## src/rtl/shift_pkg.sv

```systemverilog
package shift_pkg;

    // Function codes recognised by the unit
    localparam logic [5:0] FN_SLL  = 6'b000000;
    localparam logic [5:0] FN_SRL  = 6'b000010;
    localparam logic [5:0] FN_SRA  = 6'b000011;
    localparam logic [5:0] FN_SLLV = 6'b000100;
    localparam logic [5:0] FN_SRLV = 6'b000110;
    localparam logic [5:0] FN_SRAV = 6'b000111;

    // What enters a barrel stage from the top end
    typedef enum logic [1:0] {
        FILL_ZERO = 2'd0,
        FILL_SIGN = 2'd1,
        FILL_WRAP = 2'd2
    } fill_e;

    typedef struct packed {
        logic  valid;     // code is one of the six supported
        logic  go_left;   // fold through the bit reversers
        logic  from_reg;  // amount from register instead of instruction
        fill_e fill;      // bits entering at the top of each stage
    } shift_ctrl_t;

endpackage

```

## src/rtl/shift_decode.sv

```systemverilog
module shift_decode
    import shift_pkg::*;
(
    input  logic [5:0]  fn_code,
    input  logic        rot_sel,
    output shift_ctrl_t ctrl
);

    always_comb begin
        ctrl = '{valid: 1'b0, go_left: 1'b0, from_reg: 1'b0, fill: FILL_ZERO};
        unique case (fn_code)
            FN_SLL, FN_SLLV: begin
                ctrl.valid   = 1'b1;
                ctrl.go_left = 1'b1;
                ctrl.fill    = rot_sel ? FILL_WRAP : FILL_ZERO;
            end
            FN_SRL, FN_SRLV: begin
                ctrl.valid = 1'b1;
                ctrl.fill  = rot_sel ? FILL_WRAP : FILL_ZERO;
            end
            FN_SRA, FN_SRAV: begin
                ctrl.valid = 1'b1;
                ctrl.fill  = rot_sel ? FILL_WRAP : FILL_SIGN;
            end
            default: ctrl.valid = 1'b0;
        endcase
        // bit 2 separates register-amount forms from instruction-amount forms
        ctrl.from_reg = fn_code[2];
    end

endmodule

```

## src/rtl/shift_reverse.sv

```systemverilog
module shift_reverse #(
    parameter int W = 32
) (
    input  logic [W-1:0] din,
    output logic [W-1:0] dout
);

    for (genvar i = 0; i < W; i++) begin : g_bit
        assign dout[i] = din[W-1-i];
    end

endmodule

```

## src/rtl/shift_barrel.sv

```systemverilog
module shift_barrel
    import shift_pkg::*;
#(
    parameter int W  = 32,
    parameter int AW = $clog2(W)
) (
    input  logic [W-1:0]  din,
    input  logic [AW-1:0] amt,
    input  fill_e         fill,
    input  logic          sign_bit,
    output logic [W-1:0]  dout
);

    // stage k moves the data by 2**k toward bit 0 when amt[k] is set
    logic [W-1:0] stg [AW+1];

    assign stg[0] = din;

    for (genvar k = 0; k < AW; k++) begin : g_stage
        localparam int SH = 1 << k;
        logic [SH-1:0] top_bits;

        always_comb begin
            unique case (fill)
                FILL_WRAP: top_bits = stg[k][SH-1:0];
                FILL_SIGN: top_bits = {SH{sign_bit}};
                default:   top_bits = '0;
            endcase
        end

        assign stg[k+1] = amt[k] ? {top_bits, stg[k][W-1:SH]} : stg[k];
    end

    assign dout = stg[AW];

endmodule

```

## src/rtl/shift_unit.sv

```systemverilog
module shift_unit
    import shift_pkg::*;
#(
    parameter int DATA_W = 32,
    localparam int AMT_W = $clog2(DATA_W)
) (
    input  logic [5:0]        fn_code,
    input  logic              rot_sel,
    input  logic [DATA_W-1:0] src_val,
    input  logic [AMT_W-1:0]  imm_amt,
    input  logic [DATA_W-1:0] reg_amt,
    output logic [DATA_W-1:0] shift_out
);

    shift_ctrl_t       ctrl;
    logic [AMT_W-1:0]  amt_eff;
    logic [DATA_W-1:0] src_rev, bar_in, bar_out, out_rev;

    shift_decode i_decode (
        .fn_code (fn_code),
        .rot_sel (rot_sel),
        .ctrl    (ctrl)
    );

    // only the low bits of the register amount matter: wrap modulo DATA_W
    assign amt_eff = ctrl.from_reg ? reg_amt[AMT_W-1:0] : imm_amt;

    shift_reverse #(.W(DATA_W)) i_rev_in (
        .din  (src_val),
        .dout (src_rev)
    );

    assign bar_in = ctrl.go_left ? src_rev : src_val;

    shift_barrel #(.W(DATA_W), .AW(AMT_W)) i_barrel (
        .din      (bar_in),
        .amt      (amt_eff),
        .fill     (ctrl.fill),
        .sign_bit (src_val[DATA_W-1]),
        .dout     (bar_out)
    );

    shift_reverse #(.W(DATA_W)) i_rev_out (
        .din  (bar_out),
        .dout (out_rev)
    );

    always_comb begin
        if (!ctrl.valid)       shift_out = '0;
        else if (ctrl.go_left) shift_out = out_rev;
        else                   shift_out = bar_out;
    end

endmodule

```

## config.mk

```make
export PLATFORM = sky130hd
export DESIGN_NAME = shift_unit
export DESIGN_NICKNAME = d
export VERILOG_FILES = /design/src/rtl/shift_pkg.sv /design/src/rtl/shift_decode.sv /design/src/rtl/shift_reverse.sv /design/src/rtl/shift_barrel.sv /design/src/rtl/shift_unit.sv
export SDC_FILE = /design/constraint.sdc
export NUM_CORES = 1
export LEC_CHECK = 0
export BUFFER_PORTS_ARGS = -buffer_cell sky130_fd_sc_hd__buf_2
export CAP_MARGIN = 20
export CORE_MARGIN = 10
export CORE_UTILIZATION = 45
export DETAILED_ROUTE_END_ITERATION = 16
export GPL_TIMING_DRIVEN = 0
export PLACE_DENSITY = 0.81
export SLEW_MARGIN = 20
export SYNTH_ARGS = -nofsm -noshare
export SYNTH_HDL_FRONTEND = slang
export SYNTH_SLANG_ARGS = --single-unit
```

## constraint.sdc

```tcl
create_clock -name vclk -period 3
set_input_delay 0 -clock vclk [all_inputs]
set_output_delay 0 -clock vclk [all_outputs]
set_load 0.03 [all_outputs]
```

==> parameters.txt <==
Parameter                              Value

STA
  Hold violation total from the final report ... 0
  Worst slew slack as a fraction of its limit ... roughly a third
  Clock period minus final worst setup slack ... just under 3 ns
  Actual slew at the worst max-slew pin ... just under 1 ns
  Unrepaired setup endpoints after global routing ... no
  Final worst-path setup slack ... slightly above 0.07 ns
  Highest attainable clock frequency ... ~340 MHz
  Final number of max-transition violations ... 0
  Worst hold-check slack ... roughly 0.81 ns
  Final clock period utilization by the worst path ... between 90% and 100%
  Setup-failing EPs final ... 0

Power and ir drop
  Leakage power summed over all cells ... about 1.7 nW
  Total power density per cell area ... 230 mW/mm2
  Total power draw ... 1.00 mW
  Worst vdd ir ... ~110 uV

Final layout
  Storage element area ... 0 um2
  Most common library cell in the layout ignoring fill and taps ... sky130_fd_sc_hd__buf_2
  Num sequential ... 0
  # clk buffers ... 0
  Share of cells above drive strength 1 ... 36.7%
  Count of antenna diodes in the layout ... 0
  Final design utilization ... between 50% and 60%
  Layout filler cell count ... roughly 810
  Synth-to-Final Area Change ... 16.0%
  Final net count ... ~570
  Most used cells in the layout excluding fill and tap cells ... sky130_fd_sc_hd__buf_2, sky130_fd_sc_hd__mux2i_1, sky130_fd_sc_hd__mux4_2, sky130_fd_sc_hd__nand2_1, sky130_fd_sc_hd__nor2_1

Global routing
  GRT overflow ... 0
  Antenna violations before repair ... 0
  Largest net degree at the start of global routing ... 11
  Wire length of the first global-routing pass ... 25300 um
  Via count of the first global-routing pass ... 4438
  GRT Overall Usage ... between 20% and 30%

Yosys
  Syn Area/Cell ... approximately 9.1 um2
  Top cells by area, synth ... sky130_fd_sc_hd__mux4_2, sky130_fd_sc_hd__mux2i_1, sky130_fd_sc_hd__mux4_1
  Net Count, Synth ... between 400 and 500
  Synth top area share ... between 20 and 30%
  Cell accounting for the most synthesized area ... sky130_fd_sc_hd__mux4_2
  Cell variety after synth ... 56
  Post-synthesis instance area ... roughly 0.0038 mm2
  Number of warnings reported in the yosys synthesis log ... 0
  Number of instances in the synthesized netlist ... between 400 and 500
  Sequential element share of the synthesized area ... 0%

Die
  Die W ... between 100 and 150 um
  I/O pin cnt ... between 100 and 150
  Y dimension of the die ... about 110 um
  Die area ... between 0.01 and 0.015 mm2
  Std-Cell Rows ... 33
  Core outline area ... between 0.008 and 0.009 mm2
  Initial core utilization ... 46.1%

Outcome
  Run status ... completed

Route
  Average wire per standard cell ... around 26 um
  Starting DRC count in detailed routing ... 520
  Initial DRT Pass Iterations ... 6
  Routed Wire Length ... 15800 um
  Vias after detailed routing ... approximately 4400
  Number of antenna-violating nets in the routed design ... 0
  # DRC ... 0
  Via count normalized by instance count ... approximately 7.4

Placement
  Dpl ws ... -0.270 ns
  Detail Placement HPWL ... between 10000 and 15000 um
  Weighted congestion at the end of routability-driven global placement ... between 1 and 1.5
  Number of port buffers ... 80

Worst setup path
  Critical path arrival ... about 3 ns
  Worst endpoint required time ... about 3.0 ns
  Type of the setup path with the least slack ... input pin to output port
  Nature of the critical path startpoint ... input pin
  Type of destination of the critical path ... output port
  Critical path peak fanout ... 10

Hold path
  Hold Path Class ... input pin to output port

Job
  Max-cap violations ... 0
## timing repair
item	4_1_cts	5_1_grt
pin swaps	0	0
setup buffers	2	0
gates resized for setup	3	15
setup endpoints to repair	26	28
hold buffers	0	0
## path summary, 6_finish.rpt
check	from	to	slack (ns)	cells after the start
min	fn_code[1]	shift_out[1]	0.81	4
max	fn_code[3]	shift_out[15]	0.07	11
## through the flow
step	std cells	TNS [ns]	area (um2)
6_report	601	0	4370
5_1_grt	601	0	4370
4_1_cts	601	0	4320
3_5_place_dp	599	-2.24	4300
3_3_place_gp	599	-1.64	4300
2_1_floorplan	414	0	3770
## critical path: stages
cell                      delay (ns)
sky130_fd_sc_hd__buf_2          0.12
sky130_fd_sc_hd__or3_1          0.48
sky130_fd_sc_hd__nor2_4         0.25
sky130_fd_sc_hd__buf_4          0.28
sky130_fd_sc_hd__buf_4          0.28
sky130_fd_sc_hd__mux2i_1        0.45
sky130_fd_sc_hd__mux2i_1        0.17
sky130_fd_sc_hd__a21oi_1        0.27
sky130_fd_sc_hd__nand2_1        0.13
sky130_fd_sc_hd__a32o_1         0.31
sky130_fd_sc_hd__buf_2          0.18
## area by class of cell
type               count  area [um2]  share of cell area [%]
repair buffers        82         415                    9.50
multi-input cells    376        3600                    82.3
plain buffers         38         225                    5.15
well taps            105         131                    3.01
## power breakdown
group          switching (mW)  internal [mW]
Sequential                  0              0
Clock                       0              0
Combinational           0.583          0.420
## per-layer routing
layer	vias to the layer above	global-route usage, %	wire [um]
met4	0	7.63	440
met1	2150	30.6	6240
met3	36	3.54	1530
met2	331	39.5	7620
met5	-	0	0
li1	1911	-	-
## synthesized netlist by cell type, types with 3 or more instances
| library cell | n |
|---|---|
| sky130_fd_sc_hd__a22o_1 | 16 |
| sky130_fd_sc_hd__buf_2 | 8 |
| sky130_fd_sc_hd__mux4_1 | 7 |
| sky130_fd_sc_hd__nand3_1 | 14 |
| sky130_fd_sc_hd__a32o_1 | 4 |
| sky130_fd_sc_hd__nand2b_1 | 3 |
| sky130_fd_sc_hd__o221ai_1 | 6 |
| sky130_fd_sc_hd__mux2_2 | 6 |
| sky130_fd_sc_hd__a31oi_1 | 6 |
| sky130_fd_sc_hd__buf_4 | 4 |
| sky130_fd_sc_hd__mux4_2 | 50 |
| sky130_fd_sc_hd__and3_1 | 7 |
| sky130_fd_sc_hd__o32ai_1 | 4 |
| sky130_fd_sc_hd__nand4_1 | 3 |
| sky130_fd_sc_hd__o2bb2ai_1 | 3 |
| sky130_fd_sc_hd__o21bai_1 | 3 |
| sky130_fd_sc_hd__clkbuf_1 | 17 |
| sky130_fd_sc_hd__o21ai_0 | 16 |
| sky130_fd_sc_hd__o22a_1 | 4 |
| sky130_fd_sc_hd__a22oi_1 | 5 |
| sky130_fd_sc_hd__buf_6 | 5 |
| sky130_fd_sc_hd__a21oi_1 | 20 |
| sky130_fd_sc_hd__o2111ai_1 | 3 |
| sky130_fd_sc_hd__nor3_1 | 3 |
| sky130_fd_sc_hd__buf_1 | 3 |
| sky130_fd_sc_hd__o31ai_1 | 4 |
| sky130_fd_sc_hd__o22ai_1 | 16 |
| sky130_fd_sc_hd__or3_1 | 4 |
| sky130_fd_sc_hd__mux2i_1 | 62 |
| sky130_fd_sc_hd__o21ai_1 | 3 |
| sky130_fd_sc_hd__o221a_2 | 3 |
| sky130_fd_sc_hd__nand2_1 | 49 |
| sky130_fd_sc_hd__nor2_1 | 23 |
## logic make-up (layout without fill, tap and decap cells)
logic type	count (synthesis)	count (layout)	share of synthesized area, %
and+or+nand+nor	119	119	14.7
muxes	129	129	55.0
buffers and inverters	38	120	5.88
AOI/OAI and AO/OA	128	128	24.4
Note: power is estimated with default switching activity, not from simulation.
